**src/rtl/ostt_pkg.sv**
```systemverilog
package ostt_pkg;
   localparam int WORD_W      = 32;
   localparam int CTRL_W      = 2;
   localparam int EN_BIT      = 0;
   localparam int ONESHOT_BIT = 1;
   localparam int ST_STAMP    = 2;
   localparam int ST_SRC      = ST_STAMP + 1;
   localparam int ST_W        = 5;

   localparam int A_STAMP  = 'h00;
   localparam int A_STATUS = 'h20;
   localparam int A_STRIDE = 8;

   function automatic int tmr_cnt_addr(input int idx);
      return 4 + A_STRIDE * idx;
   endfunction

   function automatic int tmr_rld_addr(input int idx);
      return 8 + A_STRIDE * idx;
   endfunction
endpackage

```
**src/rtl/ostt_stamp.sv**
```systemverilog
module ostt_stamp #(
   parameter int W = 32
) (
   input  logic         clk,
   input  logic         rst_n,
   input  logic         ld,
   input  logic [W-1:0] ld_val,
   output logic [W-1:0] stamp,
   output logic         wrap
);
   logic [W-1:0] q;

   always_ff @(posedge clk) begin
      if (!rst_n)  q <= '0;
      else if (ld) q <= ld_val;
      else         q <= q + 1'b1;
   end

   assign stamp = q;
   assign wrap  = !ld && (q == {W{1'b1}});
endmodule

```
**src/rtl/ostt_downcount.sv**
```systemverilog
module ostt_downcount
   import ostt_pkg::*;
#(
   parameter int W = 32
) (
   input  logic         clk,
   input  logic         rst_n,
   input  logic         rld_we,
   input  logic [W-1:0] rld_wdata,
   output logic [W-1:0] rld,
   output logic [W-1:0] cnt,
   output logic         load_pend,
   output logic         expire
);
   logic [W-1:0] rld_q, cnt_q, base;
   logic         load_q, en, oneshot;

   assign en      = rld_q[EN_BIT];
   assign oneshot = rld_q[ONESHOT_BIT];
   assign base    = {rld_q[W-1:CTRL_W], {CTRL_W{1'b0}}};
   assign expire  = !load_q && en && (cnt_q == '0);

   always_ff @(posedge clk) begin
      if (!rst_n) begin
         cnt_q <= '0;
      end else if (load_q) begin
         cnt_q <= base;
      end else if (en) begin
         if (cnt_q != '0)  cnt_q <= cnt_q - 1'b1;
         else if (!oneshot) cnt_q <= base;
      end
   end

   always_ff @(posedge clk) begin
      if (!rst_n) begin
         rld_q  <= '0;
         load_q <= 1'b0;
      end else begin
         load_q <= rld_we && rld_wdata[EN_BIT];
         if (rld_we)                 rld_q <= rld_wdata;
         else if (expire && oneshot) rld_q[EN_BIT] <= 1'b0;
      end
   end

   assign rld       = rld_q;
   assign cnt       = cnt_q;
   assign load_pend = load_q;
endmodule

```
**src/rtl/ostt_status.sv**
```systemverilog
module ostt_status #(
   parameter int N_SRC = 3,
   parameter int MW    = 5
) (
   input  logic             clk,
   input  logic             rst_n,
   input  logic [N_SRC-1:0] set,
   input  logic             clr_we,
   input  logic [MW-1:0]    clr_mask,
   output logic [N_SRC-1:0] pend
);
   logic [N_SRC-1:0] q, clr_vec;

   assign clr_vec = clr_we ? clr_mask[N_SRC-1:0] : '0;

   always_ff @(posedge clk) begin
      if (!rst_n) q <= '0;
      else        q <= (q & ~clr_vec) | set;
   end

   assign pend = q;
endmodule

```
**src/rtl/os_tick_timer.sv**
```systemverilog
module os_tick_timer
   import ostt_pkg::*;
#(
   parameter int ADDR_W  = 8,
   parameter int NUM_TMR = 2,
   parameter int CNT_W   = WORD_W
) (
   input  logic              clk,
   input  logic              rst_n,
   input  logic [ADDR_W-1:0] bus_addr,
   input  logic              bus_we,
   input  logic [CNT_W-1:0]  bus_wdata,
   output logic [CNT_W-1:0]  bus_rdata,
   output logic [NUM_TMR-1:0] irq_tmr
);
   generate
      if (NUM_TMR < 1 || NUM_TMR > ST_STAMP)
         $error("os_tick_timer: NUM_TMR must be 1 or 2");
      if (ADDR_W < 6)
         $error("os_tick_timer: ADDR_W too small for the register map");
      if (CNT_W <= ST_W)
         $error("os_tick_timer: CNT_W too narrow");
   endgenerate

   logic [CNT_W-1:0]              stamp_q;
   logic                          stamp_we, stamp_wrap;
   logic [NUM_TMR-1:0][CNT_W-1:0] rld, cnt;
   logic [NUM_TMR-1:0]            rld_we, load_pend, expire;
   logic [ST_SRC-1:0]             set_vec, pend;
   logic                          st_we;

   assign stamp_we = bus_we && (bus_addr == ADDR_W'(A_STAMP));
   assign st_we    = bus_we && (bus_addr == ADDR_W'(A_STATUS));

   ostt_stamp #(.W(CNT_W)) u_stamp (
      .clk    (clk),
      .rst_n  (rst_n),
      .ld     (stamp_we),
      .ld_val (bus_wdata),
      .stamp  (stamp_q),
      .wrap   (stamp_wrap)
   );

   for (genvar gi = 0; gi < NUM_TMR; gi++) begin : g_tmr
      assign rld_we[gi] = bus_we && (bus_addr == ADDR_W'(tmr_rld_addr(gi)));
      ostt_downcount #(.W(CNT_W)) u_dc (
         .clk       (clk),
         .rst_n     (rst_n),
         .rld_we    (rld_we[gi]),
         .rld_wdata (bus_wdata),
         .rld       (rld[gi]),
         .cnt       (cnt[gi]),
         .load_pend (load_pend[gi]),
         .expire    (expire[gi])
      );
      assign irq_tmr[gi] = pend[gi];
   end

   always_comb begin
      set_vec = '0;
      for (int i = 0; i < NUM_TMR; i++) set_vec[i] = expire[i];
      set_vec[ST_STAMP] = stamp_wrap;
   end

   ostt_status #(.N_SRC(ST_SRC), .MW(ST_W)) u_status (
      .clk      (clk),
      .rst_n    (rst_n),
      .set      (set_vec),
      .clr_we   (st_we),
      .clr_mask (bus_wdata[ST_W-1:0]),
      .pend     (pend)
   );

   always_comb begin
      bus_rdata = '0;
      if (bus_addr == ADDR_W'(A_STAMP))  bus_rdata = stamp_q;
      if (bus_addr == ADDR_W'(A_STATUS)) bus_rdata = CNT_W'(pend);
      for (int i = 0; i < NUM_TMR; i++) begin
         if (bus_addr == ADDR_W'(tmr_cnt_addr(i))) bus_rdata = cnt[i];
         if (bus_addr == ADDR_W'(tmr_rld_addr(i))) bus_rdata = rld[i];
      end
   end
endmodule

```
**config.mk**
```make
export PLATFORM = sky130hd
export DESIGN_NAME = os_tick_timer
export DESIGN_NICKNAME = d
export VERILOG_FILES = /design/src/rtl/ostt_pkg.sv /design/src/rtl/ostt_stamp.sv /design/src/rtl/ostt_downcount.sv /design/src/rtl/ostt_status.sv /design/src/rtl/os_tick_timer.sv
export SDC_FILE = /design/constraint.sdc
export NUM_CORES = 1
export LEC_CHECK = 0
export BUFFER_PORTS_ARGS = -buffer_cell sky130_fd_sc_hd__clkbuf_2
export CAP_MARGIN = 10
export CORE_MARGIN = 4
export CORE_UTILIZATION = 45
export DETAILED_ROUTE_END_ITERATION = 10
export GPL_TIMING_DRIVEN = 1
export HOLD_SLACK_MARGIN = 0.15
export PLACE_DENSITY = 0.73
export REMOVE_ABC_BUFFERS = 1
export SLEW_MARGIN = 10
export SYNTH_ARGS = -nofsm -noshare
export SYNTH_HDL_FRONTEND = slang
export SYNTH_HIERARCHICAL = 1
export SYNTH_SLANG_ARGS = --single-unit
```
**constraint.sdc**
```tcl
create_clock -name clk -period 2.59 [get_ports clk]
set_input_delay 0.518 -clock clk [delete_from_list [all_inputs] [get_ports clk]]
set_output_delay 0.518 -clock clk [all_outputs]
set_load 0.01 [all_outputs]
```
==> flow_summary.json, run 1 <==
{
  "status": "completed",
  "antenna_cells": 0,
  "design.portCount": 77,
  "ys_seq_area_share_pct": 33.10,
  "power.density_nw_per_um2": 568.4,
  "synth.distinct_cells": 73,
  "worst_pin_slew_ns": 0.6629,
  "cts_hold_buf": 0,
  "place_area_sq_um": 11200,
  "place_congestion": 0.9861,
  "sw_frac_of_total_pct": 29.66,
  "row_count": 54,
  "critPathLaunch": "g_tmr[0].u_dc/cnt[14]$_SDFFE_PN0P_",
  "core_sq_um": 21820,
  "clock_sinks": 165,
  "synth-async-reset-ratio_pct": 0,
  "worst_slack_ns": 0.03761,
  "ant_nets": 0,
  "yosys_warnings": 6,
  "detail_route.drc_violations": 0,
  "hold_ws_ns": 0.3621,
  "portBuffers": 76,
  "design_area_sq_um": 11890,
  "fin_util_pct": 54.49,
  "grt_pass1_vias": 9051,
  "die_w_um": 156.9,
  "initial_core_util_pct": 45.73,
  "antenna_found_initial": 0,
  "num-fill-cells": 1973,
  "drtIter0Drc": 1206,
  "fin_nets": 1289,
  "clkTransAtPathRegs_ns": 0.07,
  "end_kind": "register",
  "fin_crit_sh_pct": 98.55,
  "critPathKind": "register to register",
  "via_count": 9803,
  "cts_buffers": 17,
  "htreeDepth": 4,
  "fmax_mhz": 391.8,
  "hold_viol_final": 0,
  "p_leak_nw": 4.427,
  "final.min_clock_period_ns": 2.552,
  "synth-edff-count": 0,
  "drt-total-wl_mm": 34.30,
  "tns_ns": 0,
  "synth_area_sq_um": 9980,
  "p_int_mw": 4.754,
  "insertion_delay_ns": 0.43,
  "dp_slack_ns": -0.01078,
  "cts_tree": "done",
  "p_comb_share_pct": 20.6,
  "hold_start": "bus_wdata[3]",
  "crit_path_start_kind": "register",
  "root_buffer": "clkbuf_16",
  "vias_per_cell": 6.395,
  "area_growth_pct": 19.16,
  "grt_setup_unrepaired": "false",
  "synth-main-ff-cell": "dfxtp_1",
  "overflow": 0,
  "drive_gt1_share_pct": 23.62,
  "grt_max_degree": 74,
  "avgSynthCellArea_sq_um": 8.926,
  "cts_buffer_depth": 2,
  "wl_per_cell_um": 22.38,
  "ys_seq_elements": 165,
  "die-area_sq_um": 24620,
  "cp_data_arrival_time_ns": 2.92,
  "drt-pass1-iter-count": 6,
  "hp-class": "input pin to register",
  "worstReg2RegStart": "g_tmr[0].u_dc/cnt[14]$_SDFFE_PN0P_",
  "dieHeight_um": 156.9,
  "p_clk_share_pct": 40.7,
  "finalSetupViolCount": 0,
  "hpwl_mm": 25.13,
  "worstPathRequired_ns": 2.95,
  "power_frac_seq_pct": 38.7,
  "finalClockSkew_ns": 0.008743,
  "grt_util_all_layers_pct": 26.88,
  "syn_inst": 1118,
  "drv_cap": 0,
  "switchingPower_mw": 2.005,
  "peakVddDrop_uv": 345.4,
  "relSlewSlack_pct": 55.40,
  "critical_path.max_fanout": 10,
  "grt_pass1_wl_mm": 52.18,
  "slew_viol_final": 0
}
## power by group through the flow
| stage | clock (mW) | sequential [mW] | combinational (mW) |
|---|---|---|---|
| 2_1_floorplan | 0 | 2.66 | 0.810 |
| 3_3_place_gp | 0 | 2.67 | 1.33 |
| 3_5_place_dp | 0 | 2.67 | 1.34 |
| 4_1_cts | 2.76 | 2.61 | 1.35 |
| 5_1_grt | 2.86 | 2.62 | 1.50 |
| 6_report | 2.75 | 2.62 | 1.39 |
## synth_stat cells (8+ instances only)
| master | instances | area [sq um] |
|---|---|---|
| a211oi_1 | 10 | 75.07 |
| a21oi_1 | 32 | 160.2 |
| a221o_1 | 17 | 170.2 |
| a22o_1 | 10 | 87.58 |
| a22o_2 | 19 | 190.2 |
| a22oi_1 | 10 | 75.07 |
| a31oi_1 | 18 | 112.6 |
| and2_1 | 8 | 50.05 |
| and3_1 | 20 | 125.1 |
| buf_2 | 11 | 55.05 |
| clkbuf_1 | 40 | 150.1 |
| dfxtp_1 | 165 | 3303 |
| inv_1 | 23 | 86.33 |
| mux2i_1 | 67 | 670.6 |
| mux4_2 | 29 | 653.1 |
| nand2_1 | 81 | 304.0 |
| nand3_1 | 46 | 230.2 |
| nand4_1 | 24 | 150.1 |
| nor2_1 | 57 | 214.0 |
| nor2b_1 | 74 | 462.9 |
| nor3_1 | 33 | 165.2 |
| nor3b_1 | 8 | 60.06 |
| nor4_1 | 23 | 143.9 |
| o21ai_0 | 56 | 280.3 |
| o21ai_1 | 22 | 110.1 |
| o311ai_1 | 9 | 78.83 |
| o31ai_1 | 11 | 82.58 |
| or3_1 | 13 | 81.33 |
| or4_1 | 25 | 187.7 |
| xnor2_1 | 19 | 166.4 |
| xor2_1 | 8 | 70.07 |
## state kept, by name, indices dropped and copies added (netlist names)
signal	cells
g_tmr.u_dc/cnt	64
g_tmr.u_dc/load_pend	2
g_tmr.u_dc/rld	64
u_stamp/stamp	32
u_status/pend	3
## final timing paths
path                                        end  slack, ns  depth (start not counted)
max          g_tmr[0].u_dc/cnt[26]$_SDFFE_PN0P_       0.04                          6
max reg2reg  g_tmr[0].u_dc/cnt[26]$_SDFFE_PN0P_       0.04                          6
min                 u_stamp/stamp[3]$_SDFF_PN0_       0.36                          3
min reg2reg  g_tmr[1].u_dc/cnt[30]$_SDFFE_PN0P_       0.50                          2
## per-layer routing
metal / GRT usage (%) / routed length (um) / up-vias
li1: - / - / 4503
met1: 38.20 / 14780 / 4739
met2: 42.66 / 15460 / 489
met3: 3.657 / 3090 / 72
met4: 8.182 / 979 / 0
met5: 0 / 0 / -
## what timing repair did
| action | in CTS | in global routing |
|---|---|---|
| resized for setup | 1 | 3 |
| buffers inserted | 0 | 2 |
| gates cloned | 0 | 2 |
| endpoints found under the setup margin | 1 | 29 |
| pin swaps | 0 | 3 |
## stage by stage
step	total power, mW	instances
3_5_place_dp	4.007	1498
2_1_floorplan	3.469	1046
5_1_grt	6.976	1533
4_1_cts	6.720	1529
3_3_place_gp	3.999	1498
6_report	6.759	1533
## worst max-delay path: stages, from the launching register on
cell	delay [ns]
dfxtp_1	0.35
or4_4	0.57
or4_4	0.55
o41ai_4	0.40
and2_2	0.40
a22oi_1	0.14
o21ai_1	0.08
## area by class of cell
class	count	area, sq um	area share (%)
inverters	25	93.84	0.7891
well taps	280	350.3	2.946
repair buffers	175	1294	10.88
clock buffers	18	439.2	3.693
clock inverters	13	180.2	1.515
multi-input cells	857	6231	52.40
flip-flops and latches	165	3303	27.78
## layout by cell type, fill, tap and decap left out, drive strengths merged, types with 32 or more instances in the layout
cell type	count
nor2b	74
nor2	59
o21ai	78
mux2i	67
nand3	46
dfxtp	165
nand2	83
a21oi	32
nor3	33
clkbuf	94
buf	99
## kinds of logic (layout without fill, tap and decap cells)
group	count (synthesis)	in the layout	share of synthesized area, %
buffers and inverters	97	231	4.789
multiplexers	100	100	13.72
AND/OR/NAND/NOR	461	462	26.58
AO/OA/AOI/OAI	263	263	18.82
flip-flops	165	165	33.10
XOR/XNOR	27	27	2.370
adder cells (fa/ha/maj)	5	5	0.6269
Note: power is estimated with default switching activity, not from simulation.
==> run 2: changes to the inputs <==
==> constraint.sdc (replaced) <==
create_clock -name clk -period 2.2 [get_ports clk]
set_input_delay 0.44 -clock clk [delete_from_list [all_inputs] [get_ports clk]]
set_output_delay 0.44 -clock clk [all_outputs]
set_load 0.01 [all_outputs]
==> flow_summary.json, run 2 (same netlist as run 1, synthesis figures left out) <==
{
  "core_sq_um": 21820,
  "slowest_delay_ns": 0.56,
  "vias_per_cell": 6.489,
  "peakVddDrop_uv": 451.8,
  "cts_buffer_depth": 2,
  "worst_slack_ns": -0.2105,
  "cts_hold_buf": 0,
  "drv_cap": 0,
  "design_area_sq_um": 14100,
  "finalClockSkew_ns": 0.009881,
  "antenna_cells": 0,
  "cts_tree": "done",
  "root_buffer": "clkbuf_16",
  "htreeDepth": 4,
  "violations": "negative setup slack",
  "p_leak_nw": 5.598,
  "final_common_cell": "buf_4",
  "worst_pin_slew_ns": 0.5400,
  "fin_crit_sh_pct": 109.6,
  "grt_max_degree": 72,
  "wl_per_cell_um": 23.53,
  "critical_path.max_fanout": 8,
  "hold_start": "bus_wdata[0]",
  "worstReg2RegStart": "g_tmr[1].u_dc/cnt[20]$_SDFFE_PN0P_",
  "hold_ws_ns": 0.2661,
  "finalSetupViolCount": 95,
  "insertion_delay_ns": 0.44,
  "grt_util_all_layers_pct": 31.03,
  "cp.buffers_inverters": 2,
  "grt_pass1_wl_mm": 59.42,
  "drtIter0Drc": 1600,
  "cts_buffers": 17,
  "placed_cells": 1610,
  "fin_nets": 1430,
  "cp_cell_sequence": "or4_4, or4_4, nor4_4, buf_4, buf_12, or4_1, nand3_1, a32o_1",
  "worst_path_max_delay_cell": "or4_4",
  "critPathKind": "register to register",
  "grt_setup_unrepaired": "true",
  "crit_path_frequent_cell": "or4_4",
  "place_area_sq_um": 12040,
  "row_count": 54,
  "rr_worst_depth": 8,
  "antenna_found_initial": 0,
  "num-fill-cells": 1718,
  "detail_route.drc_violations": 0,
  "ant_nets": 0,
  "clock_sinks": 165,
  "dieHeight_um": 156.9,
  "power.density_nw_per_um2": 628.5,
  "design.portCount": 77,
  "final_cell_mix": "buf_4 (184), dfxtp_1 (153), nor2b_1 (74)",
  "portBuffers": 76,
  "die-area_sq_um": 24620,
  "crit_path_start_kind": "register",
  "area_growth_pct": 41.34,
  "hp-class": "input pin to register",
  "overflow": 0,
  "final_cells": 1674,
  "final.min_clock_period_ns": 2.411,
  "crit_cells": 8,
  "place_congestion": 1.006,
  "hold_viol_final": 0,
  "clkTransAtPathRegs_ns": 0.07,
  "fmax_mhz": 414.9,
  "status": "finished, violations left",
  "critPathLaunch": "g_tmr[1].u_dc/cnt[20]$_SDFFE_PN0P_",
  "grt_pass1_vias": 10360,
  "relSlewSlack_pct": 63.93,
  "crit_family": "simple AND/OR/NAND/NOR gates",
  "drt-total-wl_mm": 39.39,
  "slew_viol_final": 0,
  "hpwl_mm": 27.44,
  "drive_gt1_share_pct": 38.95,
  "via_count": 10860,
  "power.total_mw": 8.864,
  "end_kind": "register",
  "holdPathStages": 2,
  "worstPathRequired_ns": 2.53,
  "initial_core_util_pct": 45.73,
  "drt-pass1-iter-count": 7,
  "cp_data_arrival_time_ns": 2.74,
  "die_w_um": 156.9
}
## run 2: changes by cell type in the layout (fill, tap and decap cells not counted), moves of 11 or more
cell      before  now
nand2_2        2   14
dfxtp_1      165  153
buf_6          0   48
buf_4         87  184
nand2_1       81   63
dfxtp_2        0   12
a22o_4         0   20
a22o_2        19    0
o21ai_2        0   11
clkbuf_2      75   41
## run 2: per-stage QoR
| step | setup TNS, ns | setup slack, ns | util (%) |
|---|---|---|---|
| detailed placement | -17.25 | -0.2317 | 55.18 |
| global placement | -14.41 | -0.2352 | 55.18 |
| finish | -8.914 | -0.2105 | 64.63 |
| floorplan | -157.80 | -1.490 | - |
| global route | -14.48 | -0.2784 | 64.63 |
| CTS | -6.640 | -0.1614 | 62.09 |
## run 2: timing repair
item | in CTS | in global routing
buffers inserted | 23 | 12
pin swaps | 85 | 70
endpoints found under the hold margin | 0 | 0
gates cloned | 9 | 1
resized for setup | 129 | 152
endpoints found under the setup margin | 99 | 104
## run 2: final cells by class
cell class | count | area, sq um | share of cell area [%]
clock inverters | 13 | 181.4 | 1.286
multi-input cells | 859 | 6962 | 49.36
clock buffers | 18 | 429.2 | 3.043
repair buffers | 314 | 2770 | 19.64
well taps | 280 | 350.3 | 2.484
inverters | 25 | 93.84 | 0.6653
flip-flops and latches | 165 | 3318 | 23.53
## run 2: where the power goes
part | switching [mW] | leakage [nW] | internal [mW]
logic | 1.34 | 3.97 | 1.23
clock network | 1.32 | 0.296 | 1.89
registers | 0.0495 | 1.34 | 3.03
## run 2: path summary, 6_finish.rpt
path | endpoint | slack [ns]
worst max-delay path | g_tmr[1].u_dc/cnt[4]$_SDFFE_PN0P_ | -0.21
worst min-delay path | u_status/pend[0]$_SDFF_PN0_ | 0.27
worst max register to register | g_tmr[1].u_dc/cnt[4]$_SDFFE_PN0P_ | -0.21
worst min register to register | g_tmr[0].u_dc/cnt[30]$_SDFFE_PN0P_ | 0.49
## run 2: routing by layer
metal | GRT usage (%) | part of all wire [%] | vias to the layer above
met5 | 0 | 0 | -
li1 | - | - | 4801
met2 | 49.69 | 46 | 635
met3 | 6.269 | 11 | 131
met1 | 41.83 | 39 | 5296
met4 | 10.95 | 3.7 | 0
==> run 3: changes to the inputs <==
--- a/config.mk
+++ b/config.mk
@@ -5,6 +5,7 @@
 export SDC_FILE = /design/constraint.sdc
 export NUM_CORES = 1
 export LEC_CHECK = 0
+export ABC_CLOCK_PERIOD_IN_PS = 2200
 export BUFFER_PORTS_ARGS = -buffer_cell sky130_fd_sc_hd__clkbuf_2
 export CAP_MARGIN = 10
 export CORE_MARGIN = 4
==> constraint.sdc (replaced) <==
create_clock -name clk -period 2.2 [get_ports clk]
set_input_delay 0.33 -clock clk [delete_from_list [all_inputs] [get_ports clk]]
set_output_delay 0.33 -clock clk [all_outputs]
set_load 0.01 [all_outputs]
==> flow_summary.json, run 3 (same netlist as run 1, synthesis figures left out) <==
{
  "drv_cap": 0,
  "rr_worst_depth": 8,
  "clkTransAtPathRegs_ns": 0.07,
  "hold_start": "bus_wdata[4]",
  "design.portCount": 77,
  "worst_pin_slew_ns": 0.6214,
  "detail_route.drc_violations": 0,
  "cts_buffers": 17,
  "switchingPower_mw": 2.757,
  "r2r-end": "g_tmr[0].u_dc/cnt[4]$_SDFFE_PN0P_",
  "final.min_clock_period_ns": 2.401,
  "clock_sinks": 165,
  "finalSetupViolCount": 64,
  "hp-class": "input pin to register",
  "holdPathEnd": "u_stamp/stamp[4]$_SDFF_PN0_",
  "hpwl_mm": 27.31,
  "grt_pass1_wl_mm": 56.55,
  "core_sq_um": 21820,
  "cp_data_arrival_time_ns": 2.73,
  "drive_gt1_share_pct": 37.42,
  "die_w_um": 156.9,
  "grt_pass1_vias": 9921,
  "fmax_mhz": 416.4,
  "via_count": 10680,
  "grt_util_all_layers_pct": 29.65,
  "worst_path_max_delay_cell": "or4_4",
  "p_leak_nw": 5.301,
  "p_int_mw": 6.084,
  "power_frac_seq_pct": 34.7,
  "fin_nets": 1430,
  "worstPathRequired_ns": 2.53,
  "die-area_sq_um": 24620,
  "crit_path_frequent_cell": "or4_4",
  "p_clk_share_pct": 36.1,
  "finalClockSkew_ns": 0.01268,
  "worstReg2RegStart": "g_tmr[0].u_dc/cnt[18]$_SDFFE_PN0P_",
  "final_cell_mix": "buf_4 (199), dfxtp_1 (159), clkbuf_2 (75)",
  "end_kind": "register",
  "cts_tree": "done",
  "tns_ns": -6.589,
  "sw_frac_of_total_pct": 31.19,
  "cp_cell_sequence": "or4_4, or4_4, nor4_4, buf_4, buf_8, or4_1, nand3_1, a32o_1",
  "slew_viol_final": 0,
  "dieHeight_um": 156.9,
  "antenna_found_initial": 0,
  "holdPathStages": 3,
  "num-fill-cells": 1871,
  "drt-total-wl_mm": 38.18,
  "wl_per_cell_um": 22.79,
  "vias_per_cell": 6.377,
  "area_growth_pct": 35.67,
  "row_count": 54,
  "place_congestion": 1.019,
  "overflow": 0,
  "final_cells": 1675,
  "crit_path_start_kind": "register",
  "slowest_delay_ns": 0.55,
  "seq_area_sq_um": 3311,
  "root_buffer": "clkbuf_16",
  "p_comb_share_pct": 29.1,
  "worst_slack_ns": -0.2014,
  "insertion_delay_ns": 0.44,
  "relSlewSlack_pct": 58.49,
  "htreeDepth": 4,
  "power.density_nw_per_um2": 653.0,
  "drtIter0Drc": 1295,
  "cts_buffer_depth": 2,
  "grt_max_degree": 66,
  "final_common_cell": "buf_4",
  "critPathKind": "register to register",
  "r2r_slack_ns": -0.20,
  "placed_cells": 1609,
  "ant_nets": 0,
  "multiInputGateArea_sq_um": 6751,
  "portBuffers": 76,
  "fin_crit_sh_pct": 109.2,
  "drt-pass1-iter-count": 5,
  "status": "finished, violations left",
  "violations": "negative setup slack",
  "grt_setup_unrepaired": "true",
  "peakVddDrop_uv": 574.0,
  "hold_viol_final": 0,
  "initial_core_util_pct": 45.73,
  "antenna_cells": 0,
  "critical_path.max_fanout": 7
}
## run 3: changes by cell type in the layout (fill, tap and decap cells not counted), sizes merged
cell and change:
clkbuf +33, buf -32, inv +3, clkinv -2, bufbuf -1, bufinv -1, dlygate4sd3 +1
## run 3: how the worst max path moves through the flow
stage                                  startpoint                            endpoint  slack, ns  depth (start not counted)
3_3_place_gp   g_tmr[1].u_dc/cnt[13]$_SDFFE_PN0P_  g_tmr[1].u_dc/cnt[31]$_SDFFE_PN0P_      -0.22                          7
6_report       g_tmr[0].u_dc/cnt[18]$_SDFFE_PN0P_   g_tmr[0].u_dc/cnt[4]$_SDFFE_PN0P_      -0.20                          8
4_1_cts        g_tmr[0].u_dc/cnt[18]$_SDFFE_PN0P_  g_tmr[0].u_dc/cnt[31]$_SDFFE_PN0P_      -0.17                          7
2_1_floorplan                         bus_addr[1]        u_stamp/stamp[29]$_SDFF_PN0_      -1.38                          7
5_1_grt        g_tmr[1].u_dc/cnt[20]$_SDFFE_PN0P_  g_tmr[1].u_dc/cnt[25]$_SDFFE_PN0P_      -0.26                          9
3_5_place_dp   g_tmr[1].u_dc/cnt[13]$_SDFFE_PN0P_   g_tmr[1].u_dc/cnt[9]$_SDFFE_PN0P_      -0.31                          8
## run 3: layer usage
layer / track usage [%] / vias to the layer above / share of wire [%]
met5: 0 / - / 0
met4: 9.793 / 0 / 2.5
met3: 5.252 / 94 / 9.8
met2: 47.81 / 630 / 47
met1: 40.44 / 5175 / 41
li1: - / 4782 / -
## run 3: worst max-delay path, delay by kind of cell (launching register included)
kind,cells,cell delay [ns]
flops,1,0.32
buf+inv,2,0.30
compound gates,1,0.21
simple gates,5,1.48
## run 3: cell type report
cell class / instances / area share [%]
clock buffer: 19 / 3.271
inverter: 25 / 0.6931
tap: 280 / 2.588
sequential: 165 / 24.45
multi-input combinational: 859 / 49.87
clock inverter: 13 / 1.266
timing repair buffer: 314 / 17.86
## run 3: power by group through the flow
stage / logic, mW / clock network, mW / registers (mW)
after floorplan: 0.954 / 0 / 3.13
after global placement: 1.93 / 0 / 3.13
after detailed placement: 1.94 / 0 / 3.13
after CTS: 2.21 / 3.22 / 3.07
after global routing: 2.69 / 3.36 / 3.07
final: 2.58 / 3.20 / 3.07
## run 3: what timing repair did
action,in CTS,in global routing
gates resized for setup,84,84
setup endpoints to repair,63,73
gates cloned,5,2
buffers inserted,12,14
pin swaps,39,47
hold buffers,1,0
hold endpoints to repair,1,0
## run 3: per-stage QoR
| stage | util, % | hold slack [ns] | setup WS, ns | power (mW) | cell area, sq um |
|---|---|---|---|---|---|
| after floorplan | - | 0.4380 | -1.380 | 4.084 | 9595 |
| after CTS | 59.76 | 0.1598 | -0.1672 | 8.495 | 13040 |
| after global placement | 54.92 | 0.4699 | -0.2183 | 5.067 | 11990 |
| final | 62.04 | 0.1658 | -0.2014 | 8.841 | 13540 |
| after detailed placement | 54.92 | 0.4737 | -0.3086 | 5.070 | 11990 |
| after global routing | 62.04 | 0.1770 | -0.2607 | 9.119 | 13540 |
